--- config.mk ---
export PLATFORM = sky130hd
export DESIGN_NAME = fir_part_serial
export DESIGN_NICKNAME = d
export VERILOG_FILES = /design/src/rtl/fir_part_pkg.sv /design/src/rtl/fir_seq.sv /design/src/rtl/fir_delay.sv /design/src/rtl/fir_partition.sv /design/src/rtl/fir_part_serial.sv
export SDC_FILE = /design/constraint.sdc
export NUM_CORES = 1
export LEC_CHECK = 0
export ABC_AREA = 0
export BUFFER_PORTS_ARGS = -buffer_cell sky130_fd_sc_hd__buf_4
export CAP_MARGIN = 20
export CORE_UTILIZATION = 60
export CTS_CLUSTER_DIAMETER = 100
export DETAILED_ROUTE_END_ITERATION = 7
export PLACE_DENSITY = 0.75
export SETUP_SLACK_MARGIN = 0.15
export SYNTH_ARGS = -nofsm -noshare
export SYNTH_HDL_FRONTEND = slang
export SYNTH_SLANG_ARGS = --single-unit
--- constraint.sdc ---
create_clock -name clk -period 12.61 [get_ports clk]
set_input_delay 1.261 -clock clk [delete_from_list [all_inputs] [get_ports clk]]
set_output_delay 1.261 -clock clk [all_outputs]
set_load 0.005 [all_outputs]
--- src/rtl/fir_part_pkg.sv ---
package fir_part_pkg;

    localparam int MAX_PART = 16;
    localparam int SZ_W     = 8;
    localparam int STEP_W   = SZ_W + 1;

    typedef logic [MAX_PART*SZ_W-1:0] size_list_t;

    typedef enum logic {
        COMBINE_TREE    = 1'b0,
        COMBINE_CASCADE = 1'b1
    } combine_e;

    typedef struct packed {
        logic              run;
        logic [STEP_W-1:0] step;
    } seq_t;

    function automatic int size_of(size_list_t l, int i);
        return int'(l[i*SZ_W +: SZ_W]);
    endfunction

    function automatic int start_of(size_list_t l, int i);
        int s = 0;
        for (int j = 0; j < i; j++) s += size_of(l, j);
        return s;
    endfunction

    function automatic int total_of(size_list_t l, int n);
        return start_of(l, n);
    endfunction

    function automatic int largest_of(size_list_t l, int n);
        int m = 0;
        for (int j = 0; j < n; j++)
            if (size_of(l, j) > m) m = size_of(l, j);
        return m;
    endfunction

    function automatic bit sizes_nonzero(size_list_t l, int n);
        for (int j = 0; j < n; j++)
            if (size_of(l, j) == 0) return 1'b0;
        return 1'b1;
    endfunction

    function automatic bit cascade_legal(size_list_t l, int n);
        for (int j = 0; j < n - 1; j++) begin
            if (j < n - 2) begin
                if (size_of(l, j) <= size_of(l, j + 1)) return 1'b0;
            end else begin
                if (size_of(l, j) < size_of(l, j + 1)) return 1'b0;
            end
        end
        return 1'b1;
    endfunction

endpackage

--- src/rtl/fir_seq.sv ---
module fir_seq
    import fir_part_pkg::*;
#(
    parameter int LAST_STEP = 5
) (
    input  logic clk,
    input  logic rst,
    input  logic strobe_i,
    output logic accept_o,
    output logic last_o,
    output seq_t seq_o
);

    localparam logic [STEP_W-1:0] LAST_S = STEP_W'(LAST_STEP);

    seq_t seq_q;

    assign last_o   = seq_q.run && (seq_q.step == LAST_S);
    assign accept_o = strobe_i && (!seq_q.run || last_o);
    assign seq_o    = seq_q;

    always_ff @(posedge clk) begin
        if (rst) begin
            seq_q <= '0;
        end else if (accept_o) begin
            seq_q.run  <= 1'b1;
            seq_q.step <= '0;
        end else if (last_o) begin
            seq_q.run <= 1'b0;
        end else if (seq_q.run) begin
            seq_q.step <= seq_q.step + STEP_W'(1);
        end
    end

    // an accepted strobe always restarts the walk at step zero
    a_r7_start_at_zero: assert property (@(posedge clk) disable iff (rst)
        accept_o |=> (seq_q.run && seq_q.step == '0));

    // the walk advances one step per clock until the limit
    a_r3_step_advance: assert property (@(posedge clk) disable iff (rst)
        (seq_q.run && !last_o) |=> (seq_q.run && seq_q.step == $past(seq_q.step) + STEP_W'(1)));

endmodule

--- src/rtl/fir_delay.sv ---
module fir_delay #(
    parameter int DATA_W = 8,
    parameter int NTAPS  = 11
) (
    input  logic                    clk,
    input  logic                    rst,
    input  logic                    shift_i,
    input  logic [DATA_W-1:0]       din_i,
    output logic [NTAPS*DATA_W-1:0] taps_o
);

    logic [DATA_W-1:0] stage [NTAPS];

    for (genvar k = 0; k < NTAPS; k++) begin : g_stage
        always_ff @(posedge clk) begin
            if (rst) begin
                stage[k] <= '0;
            end else if (shift_i) begin
                if (k == 0) stage[k] <= din_i;
                else        stage[k] <= stage[(k == 0) ? 0 : k-1];
            end
        end
        assign taps_o[k*DATA_W +: DATA_W] = stage[k];
    end

endmodule

--- src/rtl/fir_partition.sv ---
module fir_partition
    import fir_part_pkg::*;
#(
    parameter int DATA_W    = 8,
    parameter int COEF_W    = 6,
    parameter int ACC_W     = 18,
    parameter int SIZE      = 4,
    parameter bit HAS_CHAIN = 1'b0
) (
    input  logic                    clk,
    input  logic                    rst,
    input  logic                    clear_i,
    input  seq_t                    seq_i,
    input  logic [SIZE*DATA_W-1:0]  taps_i,
    input  logic [SIZE*COEF_W-1:0]  coefs_i,
    input  logic signed [ACC_W-1:0] chain_i,
    output logic signed [ACC_W-1:0] acc_o
);

    localparam int PROD_W = DATA_W + COEF_W;
    localparam logic [STEP_W-1:0] SIZE_S = STEP_W'(SIZE);

    logic signed [DATA_W-1:0] sel_d;
    logic signed [COEF_W-1:0] sel_c;
    logic signed [PROD_W-1:0] prod;
    logic                     mac_en;
    logic                     chain_en;

    always_comb begin
        sel_d = '0;
        sel_c = '0;
        for (int i = 0; i < SIZE; i++) begin
            if (seq_i.step == STEP_W'(i)) begin
                sel_d = taps_i[i*DATA_W +: DATA_W];
                sel_c = coefs_i[i*COEF_W +: COEF_W];
            end
        end
    end

    assign prod     = sel_d * sel_c;
    assign mac_en   = seq_i.run && (seq_i.step < SIZE_S);
    assign chain_en = HAS_CHAIN && seq_i.run && (seq_i.step == SIZE_S);

    always_ff @(posedge clk) begin
        if (rst || clear_i) begin
            acc_o <= '0;
        end else if (mac_en) begin
            acc_o <= acc_o + ACC_W'(prod);
        end else if (chain_en) begin
            acc_o <= acc_o + chain_i;
        end
    end

endmodule

--- src/rtl/fir_part_serial.sv ---
module fir_part_serial
    import fir_part_pkg::*;
#(
    parameter int       DATA_W     = 8,
    parameter int       COEF_W     = 6,
    parameter int       NTAPS      = 11,
    parameter int       NUM_PART   = 4,
    parameter logic [NUM_PART*SZ_W-1:0] PART_SIZES = {8'd2, 8'd2, 8'd3, 8'd4},
    parameter combine_e COMBINE    = COMBINE_CASCADE
) (
    input  logic                                             clk,
    input  logic                                             rst,
    input  logic                                             in_valid,
    input  logic [DATA_W-1:0]                                in_data,
    input  logic [NTAPS*COEF_W-1:0]                          coef_i,
    output logic                                             out_valid,
    output logic [DATA_W+COEF_W+$clog2(NTAPS)-1:0]           out_data
);

    localparam int         ACC_W   = DATA_W + COEF_W + $clog2(NTAPS);
    localparam size_list_t SIZES_L = size_list_t'(PART_SIZES);
    localparam int         L       = largest_of(SIZES_L, NUM_PART);
    localparam bit         CASC    = (COMBINE == COMBINE_CASCADE);
    localparam int         LAST    = CASC ? L + 1 : L;
    localparam bit         CFG_OK  = (NUM_PART <= MAX_PART)
                                  && (NUM_PART >= 1)
                                  && sizes_nonzero(SIZES_L, NUM_PART)
                                  && (total_of(SIZES_L, NUM_PART) == NTAPS)
                                  && (L < (1 << SZ_W) - 1)
                                  && (!CASC || cascade_legal(SIZES_L, NUM_PART));

    if (!CFG_OK) begin : g_cfg_bad
        initial $fatal(1, "fir_part_serial: illegal partition size list");
    end

    logic                    accept;
    logic                    last;
    seq_t                    seq;
    logic [NTAPS*DATA_W-1:0] taps;
    logic signed [ACC_W-1:0] acc [NUM_PART];
    logic signed [ACC_W-1:0] result;

    fir_seq #(.LAST_STEP(LAST)) u_seq (
        .clk      (clk),
        .rst      (rst),
        .strobe_i (in_valid),
        .accept_o (accept),
        .last_o   (last),
        .seq_o    (seq)
    );

    fir_delay #(.DATA_W(DATA_W), .NTAPS(NTAPS)) u_delay (
        .clk     (clk),
        .rst     (rst),
        .shift_i (accept),
        .din_i   (in_data),
        .taps_o  (taps)
    );

    for (genvar p = 0; p < NUM_PART; p++) begin : g_part
        localparam int START = start_of(SIZES_L, p);
        localparam int SIZE  = size_of(SIZES_L, p);
        localparam bit CHAIN = CASC && (p < NUM_PART - 1);

        logic signed [ACC_W-1:0] chain_in;
        if (p < NUM_PART - 1) begin : g_link
            assign chain_in = acc[(p < NUM_PART - 1) ? p + 1 : p];
        end else begin : g_end
            assign chain_in = '0;
        end

        fir_partition #(
            .DATA_W    (DATA_W),
            .COEF_W    (COEF_W),
            .ACC_W     (ACC_W),
            .SIZE      (SIZE),
            .HAS_CHAIN (CHAIN)
        ) u_part (
            .clk     (clk),
            .rst     (rst),
            .clear_i (accept),
            .seq_i   (seq),
            .taps_i  (taps[START*DATA_W +: SIZE*DATA_W]),
            .coefs_i (coef_i[START*COEF_W +: SIZE*COEF_W]),
            .chain_i (chain_in),
            .acc_o   (acc[p])
        );
    end

    if (CASC) begin : g_cascade_out
        assign result = acc[0];
    end else begin : g_tree_out
        always_comb begin
            result = '0;
            for (int p = 0; p < NUM_PART; p++) result = result + acc[p];
        end
    end

    always_ff @(posedge clk) begin
        if (rst) begin
            out_valid <= 1'b0;
            out_data  <= '0;
        end else begin
            out_valid <= last;
            if (last) out_data <= result;
        end
    end

    // result strobe lasts a single cycle
    a_r5_single_pulse: assert property (@(posedge clk) disable iff (rst)
        out_valid |=> !out_valid);

    // a result is only produced by a walk that was running
    a_r5_valid_from_run: assert property (@(posedge clk) disable iff (rst)
        out_valid |-> $past(seq.run));

    // a strobe during a walk, off the final step, leaves the samples alone
    a_r6_ignored_strobe: assert property (@(posedge clk) disable iff (rst)
        (in_valid && seq.run && !last) |=> $stable(taps));

    // output data holds between pulses
    a_r5_data_hold: assert property (@(posedge clk) disable iff (rst)
        !out_valid |-> $stable(out_data) || $past(rst));

endmodule

# After elaboration in Yosys (flattened, before gate mapping)
# Memory sizes are Yosys's and may differ from the RTL's.
# Cells that the tools add are included.
[word_totals]
reg_bits = 101
ram_bits = 88
input_bits = 77
out_inout_bits = 19
wordCells = 107
n_memories = 1
[op_classes]
addsub = 8
mul = 4
n_lt_le_gt_ge = 3
eq_ne = 5
muxes = 48
n_bitwise = 12
n_reduce_logical = 18
[memory_table]
columns = ["name", "words", "word_bits", "read_ports", "rd_ports_with_merged_regs", "wr", "line", "text"]
rows = [
  ["u_delay.stage", 11, 8, 11, 0, 11, "fir_delay.sv:12", "logic [DATA_W-1:0] stage [NTAPS];"],
]
[op_table]
columns = ["operator", "n"]
rows = [
  ["8-bit two-way mux", 22],
  ["18-bit two-way mux", 6],
  ["18-bit by 14-bit adder with 18-bit output", 4],
  ["6-bit two-way mux", 11],
  ["8-bit by 6-bit multiplier with 14-bit output", 4],
  ["18-bit adder", 3],
  ["9-bit by 2-bit equality test with 1-bit output (second input constant)", 2],
  ["9-bit by 3-bit equality test with 1-bit output (second input constant)", 2],
  ["9-bit by 2-bit less-than comparator with 1-bit output (second input constant)", 2],
  ["9-bit two-way mux", 2],
  ["1-bit bitwise OR", 11],
  ["10-bit two-way mux", 1],
  ["9-bit by 1-bit adder with 9-bit output (second input constant)", 1],
  ["9-bit by 1-bit equality test with 1-bit output (second input constant)", 1],
  ["9-bit logical NOT", 1],
  ["9-bit by 3-bit less-than comparator with 1-bit output (second input constant)", 1],
  ["1-bit logical AND", 8],
  ["2-bit nonzero test", 4],
  ["1-bit two-way mux", 6],
  ["1-bit logical OR", 2],
  ["2-bit AND reduction", 1],
  ["2-bit OR reduction", 1],
  ["1-bit logical NOT", 1],
  ["1-bit inverter", 1],
]

# Longest topological paths before layout
# Gate-level depths: netlist (run 1).
[logic_depth]
ltp_word = 8
ltp_mapped = 29
ltp_nobuf = 28

# Modules after synthesis
# A second synthesis (run 1) with hierarchy kept.
[hier_totals]
cells_unflattened = 2580
hier_area_um2 = 23142.2
[by_module_without_submodules]
columns = ["module", "instances", "cells_each", "area_per_inst_um2", "seq_area_each_um2"]
rows = [
  ["fir_partition (g_part[0].u_part)", 1, 587, 4860.9, 360.3],
  ["fir_partition (g_part[1].u_part)", 1, 605, 4787.1, 360.3],
  ["fir_partition (g_part[2].u_part)", 1, 599, 4770.8, 360.3],
  ["fir_partition (g_part[3].u_part)", 1, 477, 3946.3, 360.3],
  ["fir_delay", 1, 195, 3544.6, 2642.5],
  ["fir_part_serial", 1, 61, 679.4, 380.4],
  ["fir_seq", 1, 56, 553.0, 200.2],
]

# Least setup slack after synthesis (run 1)
# Ideal clock, no wire load.
[synth_timing]
path_type = "input port to flip-flop"
from = "in coef_i[0]"
to = "reg g_part[0].u_part.acc_o[17]"
setup_time_ns = 0.086
t_arrival_ns = 6.090
required_time_ns = 12.524
setup_slack_ns = 6.435
stages = 26
path_buffers = 0
path_cell_list = "nand2_1 -> nor2_1 -> a21oi_1 -> nor2_1 -> a21oi_1 -> nor2_1 -> a21oi_1 -> nor3_1 -> inv_1 -> fa_1 -> inv_1 -> fa_1 -> fa_1 -> inv_1 -> fa_1 -> inv_1 -> ha_1 -> a2111oi_0 -> o21ai_0 -> or3b_2 -> a211oi_1 -> a41o_1 -> o41a_1 -> xnor2_1 -> nor2_1 -> a211oi_1"
[synth_between]
elab_chain_len = 7
[synth_rtl]
columns = ["item", "line", "text"]
rows = [
  ["start: declaration", "fir_part_serial.sv:15", "input logic [NTAPS*COEF_W-1:0] coef_i,"],
  ["6-bit two-way mux (4 in series)", "fir_partition.sv:33", "if (seq_i.step == STEP_W'(i)) begin"],
  ["8-bit by 6-bit multiplier with 14-bit output", "fir_partition.sv:40", "assign prod = sel_d * sel_c;"],
  ["18-bit by 14-bit adder with 18-bit output", "fir_partition.sv:48", "acc_o <= acc_o + ACC_W'(prod);"],
  ["18-bit two-way mux", "fir_partition.sv:47", "end else if (mac_en) begin"],
  ["end signal: assignment", "fir_partition.sv:48", ""],
  ["end signal: assignment", "fir_partition.sv:50", "acc_o <= acc_o + chain_i;"],
  ["end: declaration", "fir_partition.sv:17", "output logic signed [ACC_W-1:0] acc_o"],
]
# Every way passes these cells.
# A chain may end at the register's enable or synchronous reset.

# Final worst setup path (run 1)
[layout_timing]
from = "reg u_seq.seq_q, in the netlist u_seq.seq_o[1]"
to = "reg g_part[1].u_part.acc_o[15]"
[layout_between]
elab_chain_len = 7
word_cells_on_any_way = 22
cone_classes = "1 x add/sub; 1 x mul; 1 x order compare; 4 x eq/ne; 7 x mux; 8 x reduce/logical"
[layout_rtl]
columns = ["item", "line", "text"]
rows = [
  ["start: declaration", "fir_seq.sv:16", "seq_t seq_q;"],
  ["9-bit logical NOT", "fir_partition.sv:33", ""],
  ["8-bit two-way mux / 6-bit two-way mux (equally long branches) (3 in series)", "fir_partition.sv:33", ""],
  ["8-bit by 6-bit multiplier with 14-bit output", "fir_partition.sv:40", ""],
  ["18-bit by 14-bit adder with 18-bit output", "fir_partition.sv:48", ""],
  ["18-bit two-way mux", "fir_partition.sv:47", ""],
  ["end signal: assignment", "fir_partition.sv:48", ""],
  ["end signal: assignment", "fir_partition.sv:50", ""],
  ["end: declaration", "fir_partition.sv:17", ""],
]
# Several ways; a longest one is shown, not always the timed one.

==> impl_metrics.tcl, run 1 <==
set metrics [dict create \
    comb_power_share 0.654 \
    drive_gt1_frac 0.0699 \
    std_cell_rows 68 \
    wl_per_cell_um 17.5 \
    hold_depth 2 \
    dieArea_mm2 0.0359 \
    rsz0062_at_grt "false" \
    placed_cells 2885 \
    die_h_um 189 \
    period_minus_slack_ns 7.75 \
    holdCritStartpoint "out_data[9]" \
    clock_sink_count 189 \
    cts_made_buffers 17 \
    dr.pass1.iters 6 \
    cts.hold.buffers_added 0 \
    place_congestion 0.945 \
    fmax_ghz 0.129 \
    leakage_nw 10.8 \
    clk_pin_slew_ns 0.08 \
    fin_util 0.655 \
    postRouteWirelength_um 51000 \
    cp-start-kind "flop" \
    num_vias 16600 \
    synth_area_per_cell_um2 8.75 \
    end_kind "flop" \
    cts.path.max_buffers 2 \
    seqPwrFrac 0.203 \
    fillers 2974 \
    outcome "finished, final reports clean" \
    gr-usage-all-layers 0.297 \
    swShare 0.470 \
    worstReg2RegStart "u_seq.seq_o[1]" \
    async_reset_ff_frac 0 \
    regToRegEndpoint "g_part[1].u_part.acc_o[15]" \
    yosysWarnings 0 \
    netlist_instances 2407 \
    final_antenna_net_count 0 \
    antennaDiodeCount 0 \
    fp.dieW_um 189 \
    vias_per_cell 5.70 \
    maxCapViolations 0 \
    p_sw_mw 1.81 \
    yosysUniqueCellTypes 74 \
    critPathKind "flop to flop" \
    synth_edf_count 88 \
    tightest_slew_ns 1.07 \
    clk_latency_ns 0.46 \
    port_buffers 95 \
    nets 2960 \
    hold_violations 0 \
    area_delta_synth_final_pct 7.46 \
    timing.final.crit_share 0.614 \
    grt_pass1_wl_um 84400 \
    cts_tree "done" \
    syn-num-nets 2918 \
    clkPwrFrac 0.143 \
    r2r_slack_ns 4.86 \
    cp.arrival_ns 8.06 \
    grt_pass1_vias 17500 \
    drc 0 \
    dp_hpwl_um 40800 \
    synth_flop_cell "dfxtp_1" \
    crit_fanout 51 \
    antenna_found_initial 0 \
    grt_max_degree 89 \
    cp.required_ns 12.92 \
    r2r_cells 24 \
    slew_headroom 0.286 \
    setup_tns_ns 0 \
    internal-power_mw 2.04 \
    cts-root-buf "clkbuf_16" \
    coreArea_mm2 0.0345 \
    maxSlewViolCount 0 \
    synthesis.area_mm2 0.0211 \
    h-tree-depth 4 \
    start_util 0.610 \
    hold_class "flop to flop" \
    seq_area_frac_synth 0.221 \
    finalNonFillerCells 2917 \
    final-setup-viol-count 0 \
    overflow 0 \
    skew_ns 0.0108 \
    cts_setup_buffers 0 \
    power.density_mw_per_mm2 170 \
    ir_drop_uv 106 \
    io-pin-count 96 \
    total_power_mw 3.85 \
    whs_endpoint "out_data[9]" \
    drtIter0Drc 1019 \
    cts.repair.resized 0 \
    ys_ff_latch 189 \
]
## kinds of logic (layout without fill, tap and decap cells)
| kind of cell | Yosys count | count (layout) | synth area share |
|---|---|---|---|
| AOI/OAI and AO/OA | 468 | 468 | 0.145 |
| xor gates and xnor gates | 106 | 106 | 0.0441 |
| adders and majority gates | 434 | 434 | 0.334 |
| buffers and inverters | 449 | 504 | 0.0840 |
| DFF | 189 | 189 | 0.221 |
| muxes | 10 | 10 | 0.00487 |
| and+or+nand+nor | 751 | 751 | 0.166 |
## synth_stat cells (6+ instances only)
library cell / number / area (µm²)
inv_1: 366 / 1370
nor2_1: 264 / 991
ha_1: 219 / 2740
fa_1: 215 / 4300
nand2_1: 205 / 769
a21oi_1: 162 / 811
and2_1: 104 / 651
dfxtp_1: 101 / 2020
edfxtp_1: 88 / 2640
o21ai_0: 70 / 350
xnor2_1: 66 / 578
nor3_1: 46 / 230
clkbuf_1: 45 / 169
a22oi_1: 42 / 315
xor2_1: 40 / 350
a21o_1: 38 / 285
a211oi_1: 32 / 240
nand2b_1: 28 / 175
buf_2: 26 / 130
nand3_1: 21 / 105
nor2b_1: 15 / 93.8
a22o_1: 12 / 105
a31oi_1: 12 / 75.1
o21bai_1: 11 / 82.6
or2_1: 11 / 68.8
buf_4: 10 / 75.1
nand4_1: 10 / 62.6
o21a_1: 9 / 67.6
a311oi_1: 8 / 70.1
and3_1: 8 / 50.1
mux2i_1: 8 / 80.1
or2_2: 8 / 50.1
or3_1: 8 / 50.1
a221oi_1: 6 / 52.6
o221ai_1: 6 / 52.6
o311ai_0: 6 / 52.6
## worst max-delay path: stages, from the launching register on
cell      delay (ns)
dfxtp_1         0.40
inv_1           0.24
ha_1            0.50
nor2b_1         0.46
and2_2          0.86
a221o_1         0.27
o21ai_0         0.23
or2_1           0.33
fa_1            0.49
fa_1            0.55
inv_1           0.06
fa_1            0.48
inv_1           0.05
fa_1            0.47
inv_1           0.04
ha_1            0.29
o21ai_0         0.14
o21ai_0         0.16
nand2_1         0.09
o21ai_0         0.16
o41ai_1         0.53
nand2b_1        0.21
mux2_2          0.33
a31oi_1         0.16
nor4_1          0.07
## worst max-delay path by stage
stage / end / depth (start not counted) / slack [ns] / start
6_report: g_part[1].u_part.acc_o[15] / 24 / 4.86 / u_seq.seq_o[1]
5_1_grt: g_part[1].u_part.acc_o[15] / 24 / 4.26 / u_seq.seq_o[1]
4_1_cts: g_part[1].u_part.acc_o[15] / 24 / 4.81 / u_seq.seq_o[1]
3_5_place_dp: g_part[1].u_part.acc_o[15] / 24 / 4.84 / u_seq.seq_o[1]
3_3_place_gp: g_part[1].u_part.acc_o[15] / 24 / 5.05 / u_seq.seq_o[1]
2_1_floorplan: g_part[0].u_part.acc_o[17] / 26 / 6.43 / coef_i[0]
## cell type report
cell class                 instances  area (µm²)  area share
multi-input combinational       1769       14600       0.647
sequential                       189        4660       0.206
inverter                         366        1380      0.0609
timing repair buffer             106         796      0.0352
tap                              455         569      0.0251
clock buffer                      17         425      0.0188
clock inverter                    15         161     0.00713
## power groups by stage
stage / logic [mW] / registers, mW / clock network, mW
floorplan: 1.98 / 0.758 / 0
global placement: 2.39 / 0.791 / 0
detailed placement: 2.49 / 0.795 / 0
CTS: 2.52 / 0.780 / 0.559
global route: 2.89 / 0.790 / 0.578
finish: 2.52 / 0.782 / 0.551
## routing by layer
layer | vias up | share of wire | track usage
met5 | - | 0 | 0
met2 | 418 | 0.52 | 0.556
li1 | 8075 | - | -
met1 | 8003 | 0.40 | 0.330
met4 | 0 | 0.050 | 0.158
met3 | 138 | 0.031 | 0.0306
## registers in the layout, summed over array words and instances (netlist names)
name / cells
u_delay.stage: 88
out_data: 18
u_seq.seq_o: 10
g_part.u_part.acc_o: 72
out_valid: 1
## per-stage QoR
stage	hold slack, ns	setup WS [ns]	area (µm²)
final	0.461	4.86	22600
after detailed placement	0.449	4.84	22000
after global placement	0.445	5.05	22000
after CTS	0.460	4.81	22600
after floorplan	0.453	6.43	21100
after global routing	0.471	4.26	22600
## cell usage in the layout (no fill, tap or decap), types with 38 or more instances in the layout
master,synthesis,layout
nand2_1,205,205
inv_1,366,365
nor3_1,46,46
buf_4,10,106
dfxtp_1,101,101
edfxtp_1,88,88
xnor2_1,66,66
fa_1,215,215
ha_1,219,219
a21oi_1,162,161
a22oi_1,42,42
nor2_1,264,264
xor2_1,40,40
and2_1,104,102
a21o_1,38,38
o21ai_0,70,69
Note: power is estimated with default switching activity, not from simulation.
==> inputs of run 2 (changes only) <==
--- a/config.mk
+++ b/config.mk
@@ -8,10 +8,10 @@
 export ABC_AREA = 0
 export BUFFER_PORTS_ARGS = -buffer_cell sky130_fd_sc_hd__buf_4
 export CAP_MARGIN = 20
-export CORE_UTILIZATION = 60
+export CORE_UTILIZATION = 58
 export CTS_CLUSTER_DIAMETER = 100
 export DETAILED_ROUTE_END_ITERATION = 7
-export PLACE_DENSITY = 0.75
+export PLACE_DENSITY = 0.76
 export SETUP_SLACK_MARGIN = 0.15
 export SYNTH_ARGS = -nofsm -noshare
 export SYNTH_HDL_FRONTEND = slang
==> constraint.sdc (replaced) <==
create_clock -name clk -period 6.95 [get_ports clk]
set_input_delay 0.695 -clock clk [delete_from_list [all_inputs] [get_ports clk]]
set_output_delay 0.695 -clock clk [all_outputs]
set_load 0.005 [all_outputs]
==> run 2 against run 1 <==
Final area rose by 2.4%. Critical path depth rose by 2. Die area rose by 3.4%. Fmax rose by 18%. Setup slack got worse by 4.5 ns. Register-to-register slack got worse by 4.5 ns. Highest routed layer unchanged. Routed wire length rose by 3.5%. The run now ends with DRC left. Total power rose by 84%.
==> impl_metrics.tcl, run 2 (synthesis results as in run 1) <==
set metrics [dict create \
    slowest_delay_ns 0.59 \
    seq_area_mm2 0.00467 \
    registers.top_by_ff_count "u_delay.stage" \
    power.density_mw_per_mm2 306 \
    vias_per_cell 5.73 \
    postRouteWirelength_um 52700 \
    io-pin-count 96 \
    failed_checks "DRC" \
    end_kind "flop" \
    critPathKind "flop to flop" \
    final_common_cell "inv_1" \
    crit_path_top_delay_cell "or4_4" \
    path_delay_family "adder cells" \
    worstReg2RegStart "u_seq.seq_o[4]" \
    wl_per_cell_um 17.8 \
    nets 3001 \
    area_delta_synth_final_pct 10.0 \
    die_h_um 193 \
    setup_tns_ns 0 \
    rsz0062_at_grt "true" \
    crit_buf_inv 6 \
    fmax_ghz 0.152 \
    fillers 3027 \
    cts_tree "done" \
    drtIter0Drc 974 \
    drive_gt1_frac 0.0975 \
    cts-root-buf "clkbuf_16" \
    grt_pass1_vias 17400 \
    clk_latency_ns 0.47 \
    gr-usage-all-layers 0.296 \
    num_vias 17000 \
    final_antenna_net_count 0 \
    crit_fanout 8 \
    start_util 0.591 \
    total_power_mw 7.10 \
    cp.arrival_ns 6.89 \
    period_minus_slack_ns 6.57 \
    coreArea_mm2 0.0357 \
    cts.path.max_buffers 2 \
    cpMostUsedCell "fa_1" \
    outcome "finished with violations" \
    hold_violations 0 \
    skew_ns 0.0127 \
    reg.largest.list "u_delay.stage x88, g_part.u_part.acc_o x72, out_data x18" \
    fin_util 0.650 \
    clock_sink_count 189 \
    final_cell_mix "inv_1 (365), nor2_1 (260), ha_1 (218), fa_1 (214), nand2_1 (203)" \
    dieArea_mm2 0.0371 \
    timing.final.crit_share 0.946 \
    antennaDiodeCount 0 \
    antenna_found_initial 0 \
    leakage_nw 11.1 \
    fp.dieW_um 193 \
    largest_reg_flops 88 \
    multi_input_area_mm2 0.0148 \
    startpoint "u_seq.seq_o[4]" \
    holdCritStartpoint "out_data[5]" \
    dr.pass1.iters 8 \
    port_buffers 95 \
    place_congestion 0.924 \
    dpl_cell_area_mm2 0.0223 \
    overflow 0 \
    h-tree-depth 4 \
    cp.required_ns 7.27 \
    tightest_slew_ns 1.01 \
    dp_hpwl_um 41800 \
    ir_drop_uv 215 \
    grt_max_degree 89 \
    final-setup-viol-count 0 \
    drc 2 \
    std_cell_rows 69 \
    slew_headroom 0.330 \
    cts_made_buffers 17 \
    grt_pass1_wl_um 85500 \
    clk_pin_slew_ns 0.08 \
    maxCapViolations 0 \
    cp-start-kind "flop" \
    finalInstanceArea_mm2 0.0232 \
    hold_class "flop to flop" \
    maxSlewViolCount 0 \
]
[run 2: worst paths after layout]
path              depth (start not counted)  slack (ns)                          to
setup / recovery                         26        0.38  g_part[1].u_part.acc_o[15]
hold reg to reg                           2        0.46                 out_data[5]
hold / removal                            2        0.46                 out_data[5]
setup reg to reg                         26        0.38  g_part[1].u_part.acc_o[15]
[run 2: final cells by class]
class,instances,share of cell area
clock buffer,19,0.0187
sequential,189,0.201
tap,461,0.0249
multi-input combinational,1771,0.640
timing repair buffer,145,0.0496
clock inverter,13,0.00637
inverter,366,0.0595
[run 2: metrics by stage]
step | std cells | hold slack [ns] | setup WS [ns]
6_report | 2964 | 0.460 | 0.377
5_1_grt | 2964 | 0.483 | 0.0751
4_1_cts | 2948 | 0.462 | 0.265
3_5_place_dp | 2916 | 0.449 | 0.296
3_3_place_gp | 2916 | 0.444 | 0.448
2_1_floorplan | 2407 | 0.453 | 0.805
[run 2: layer usage]
metal  track usage  up-vias  wire length, µm
met4         0.136        0             2090
met5             0        -                0
met1         0.331     8290            21200
met3        0.0346      117             1960
met2         0.557      429            27500
li1              -     8148                -
[run 2: repair_timing]
item | CTS | global route
hold endpoints to repair | 0 | 0
setup buffers | 0 | 11
hold buffers | 0 | 0
setup endpoints to repair | 0 | 19
gates resized for setup | 0 | 47
[run 2: power by group]
group | internal (mW) | switching [mW] | total, mW
Clock | 0.481 | 0.509 | 0.990
Sequential | 1.28 | 0.139 | 1.42
Combinational | 2.00 | 2.69 | 4.70
Total | 3.76 | 3.34 | 7.10
[run 2: worst register-to-register path: cells and delay by family (launching register included)]
kind / cells / cell delay, ns
muxes: 1 / 0.33
buffers and inverters: 6 / 0.58
adders and majority gates: 5 / 2.23
AOI/OAI and AO/OA: 7 / 1.24
and+or+nand+nor: 7 / 1.69
DFF: 1 / 0.36
==> inputs of run 3 (changes only) <==
--- a/config.mk
+++ b/config.mk
@@ -8,10 +8,12 @@
 export ABC_AREA = 0
 export BUFFER_PORTS_ARGS = -buffer_cell sky130_fd_sc_hd__buf_4
 export CAP_MARGIN = 20
-export CORE_UTILIZATION = 58
+export CORE_UTILIZATION = 59
+export CTS_BUF_LIST = sky130_fd_sc_hd__clkbuf_8
 export CTS_CLUSTER_DIAMETER = 100
 export DETAILED_ROUTE_END_ITERATION = 7
-export PLACE_DENSITY = 0.76
+export PLACE_DENSITY = 0.77
+export REMOVE_ABC_BUFFERS = 1
 export SETUP_SLACK_MARGIN = 0.15
 export SYNTH_ARGS = -nofsm -noshare
 export SYNTH_HDL_FRONTEND = slang
==> run 3 against run 2 <==
The run now ends clean. Sequential power hardly changed. Register-to-register slack about the same. Critical path type unchanged. Setup slack worse by 0.014 ns.
==> impl_metrics.tcl, run 3 (synthesis results as in run 1) <==
set metrics [dict create \
    outcome "finished, final reports clean" \
    ir_drop_uv 158 \
    vias_per_cell 5.71 \
    nets 3006 \
    antenna_found_initial 0 \
    drtIter0Drc 1188 \
    skew_ns 0.0171 \
    fmax_ghz 0.152 \
    critPathKind "flop to flop" \
    clk_pin_slew_ns 0.11 \
    end_kind "flop" \
    port_buffers 95 \
    registers.top_by_ff_count "u_delay.stage" \
    die_h_um 191 \
    area_delta_synth_final_pct 9.21 \
    tightest_slew_ns 0.954 \
    coreArea_mm2 0.0348 \
    cp.required_ns 7.35 \
    clk_latency_ns 0.52 \
    overflow 0 \
    worstReg2RegStart "u_seq.seq_o[4]" \
    startpoint "u_seq.seq_o[4]" \
    cp-start-kind "flop" \
    final_common_cell "inv_1" \
    io-pin-count 96 \
    std_cell_rows 68 \
    grt_pass1_vias 17600 \
    crit_fanout 19 \
    hold_violations 0 \
    reg.largest.list "u_delay.stage x88, g_part.u_part.acc_o x72, out_data x18" \
    postRouteWirelength_um 51800 \
    place_congestion 0.940 \
    antennaDiodeCount 0 \
    cp.arrival_ns 6.98 \
    fp.dieW_um 191 \
    setup_tns_ns 0 \
    rsz0062_at_grt "true" \
    power.density_mw_per_mm2 298 \
    final_antenna_net_count 0 \
    drive_gt1_frac 0.102 \
    dieArea_mm2 0.0365 \
    cts_tree "done" \
    grt_max_degree 89 \
    final_cell_mix "inv_1 (364), nor2_1 (260), ha_1 (213), fa_1 (212), nand2_1 (204)" \
    cts-root-buf "clkbuf_8" \
    total_power_mw 6.85 \
    timing.final.crit_share 0.948 \
    hold_class "primary input to flop" \
    largest_reg_flops 88 \
    wl_per_cell_um 17.5 \
    holdCritStartpoint "in_data[7]" \
    cts.path.max_buffers 2 \
    grt_pass1_wl_um 85100 \
    slew_headroom 0.364 \
    gr-usage-all-layers 0.297 \
    maxCapViolations 0 \
    start_util 0.605 \
    cts_made_buffers 17 \
    dp_hpwl_um 41300 \
    leakage_nw 11.0 \
    maxSlewViolCount 0 \
    h-tree-depth 4 \
    final-setup-viol-count 0 \
    clock_sink_count 189 \
    period_minus_slack_ns 6.59 \
    dr.pass1.iters 8 \
    num_vias 16900 \
    drc 0 \
]
## run 3: changes by cell type in the layout (fill, tap and decap cells not counted), sizes merged
cell	previous run	this run
inv	373	372
clkbuf	21	19
clkinv	5	6
and2	106	105
clkinvlp	1	2
buf	143	150
## run 3: metrics by stage
stage	instances	hold slack [ns]	instance area [µm²]	setup slack (ns)	util
6_report	2963	0.448	23000	0.363	0.661
5_1_grt	2963	0.419	23000	0.112	0.661
3_3_place_gp	2922	0.446	22300	0.348	0.642
3_5_place_dp	2922	0.448	22300	0.177	0.642
2_1_floorplan	2324	0.447	20700	-0.447	-
4_1_cts	2954	0.416	22700	0.166	0.653
## run 3: final cells by class
class / count / area, µm²
multi-input combinational: 1770 / 14800
fill: 2873 / 11800
sequential: 189 / 4670
clock inverter: 14 / 130
tap: 455 / 569
clock buffer: 18 / 248
inverter: 366 / 1380
timing repair buffer: 151 / 1170
## run 3: path summary, 6_finish.rpt
path | to | slack, ns | cells after the start
setup / recovery | g_part[2].u_part.acc_o[13] | 0.36 | 20
hold / removal | u_delay.stage[0][7] | 0.45 | 2
setup reg to reg | g_part[2].u_part.acc_o[13] | 0.36 | 20
hold reg to reg | out_data[7] | 0.46 | 2
## run 3: metal layers
layer / part of all wire / GRT usage
met1: 0.39 / 0.330
met2: 0.53 / 0.557
met3: 0.042 / 0.0424
met4: 0.039 / 0.128
met5: 0 / 0
## run 3: critical path: stages, from the launching register on
cell and delay [ns]:
dfxtp_2 0.36, or4_4 0.58, nor4_4 0.28, buf_4 0.19, and2_4 0.26, buf_4 0.27, a22oi_1 0.24, nor2_1 0.28
fa_1 0.60, inv_1 0.21, fa_1 0.45, fa_1 0.48, fa_1 0.49, inv_1 0.04, ha_1 0.33, a21o_1 0.21
a221o_1 0.46, a21o_1 0.22, a211o_1 0.28, a21oi_1 0.15, a211oi_1 0.06
## run 3: repair_timing
item	4_1_cts	5_1_grt
buffers inserted	0	7
hold buffers	0	0
endpoints found under the setup margin	0	22
gates resized for setup	0	60
## run 3: report_power, final
group / total [mW] / leakage, nW / switching, mW / internal [mW]
Sequential: 1.41 / 1.77 / 0.135 / 1.28
Clock: 0.737 / 0.189 / 0.467 / 0.271
Combinational: 4.70 / 9.05 / 2.66 / 2.04
Total: 6.85 / 11.0 / 3.27 / 3.59
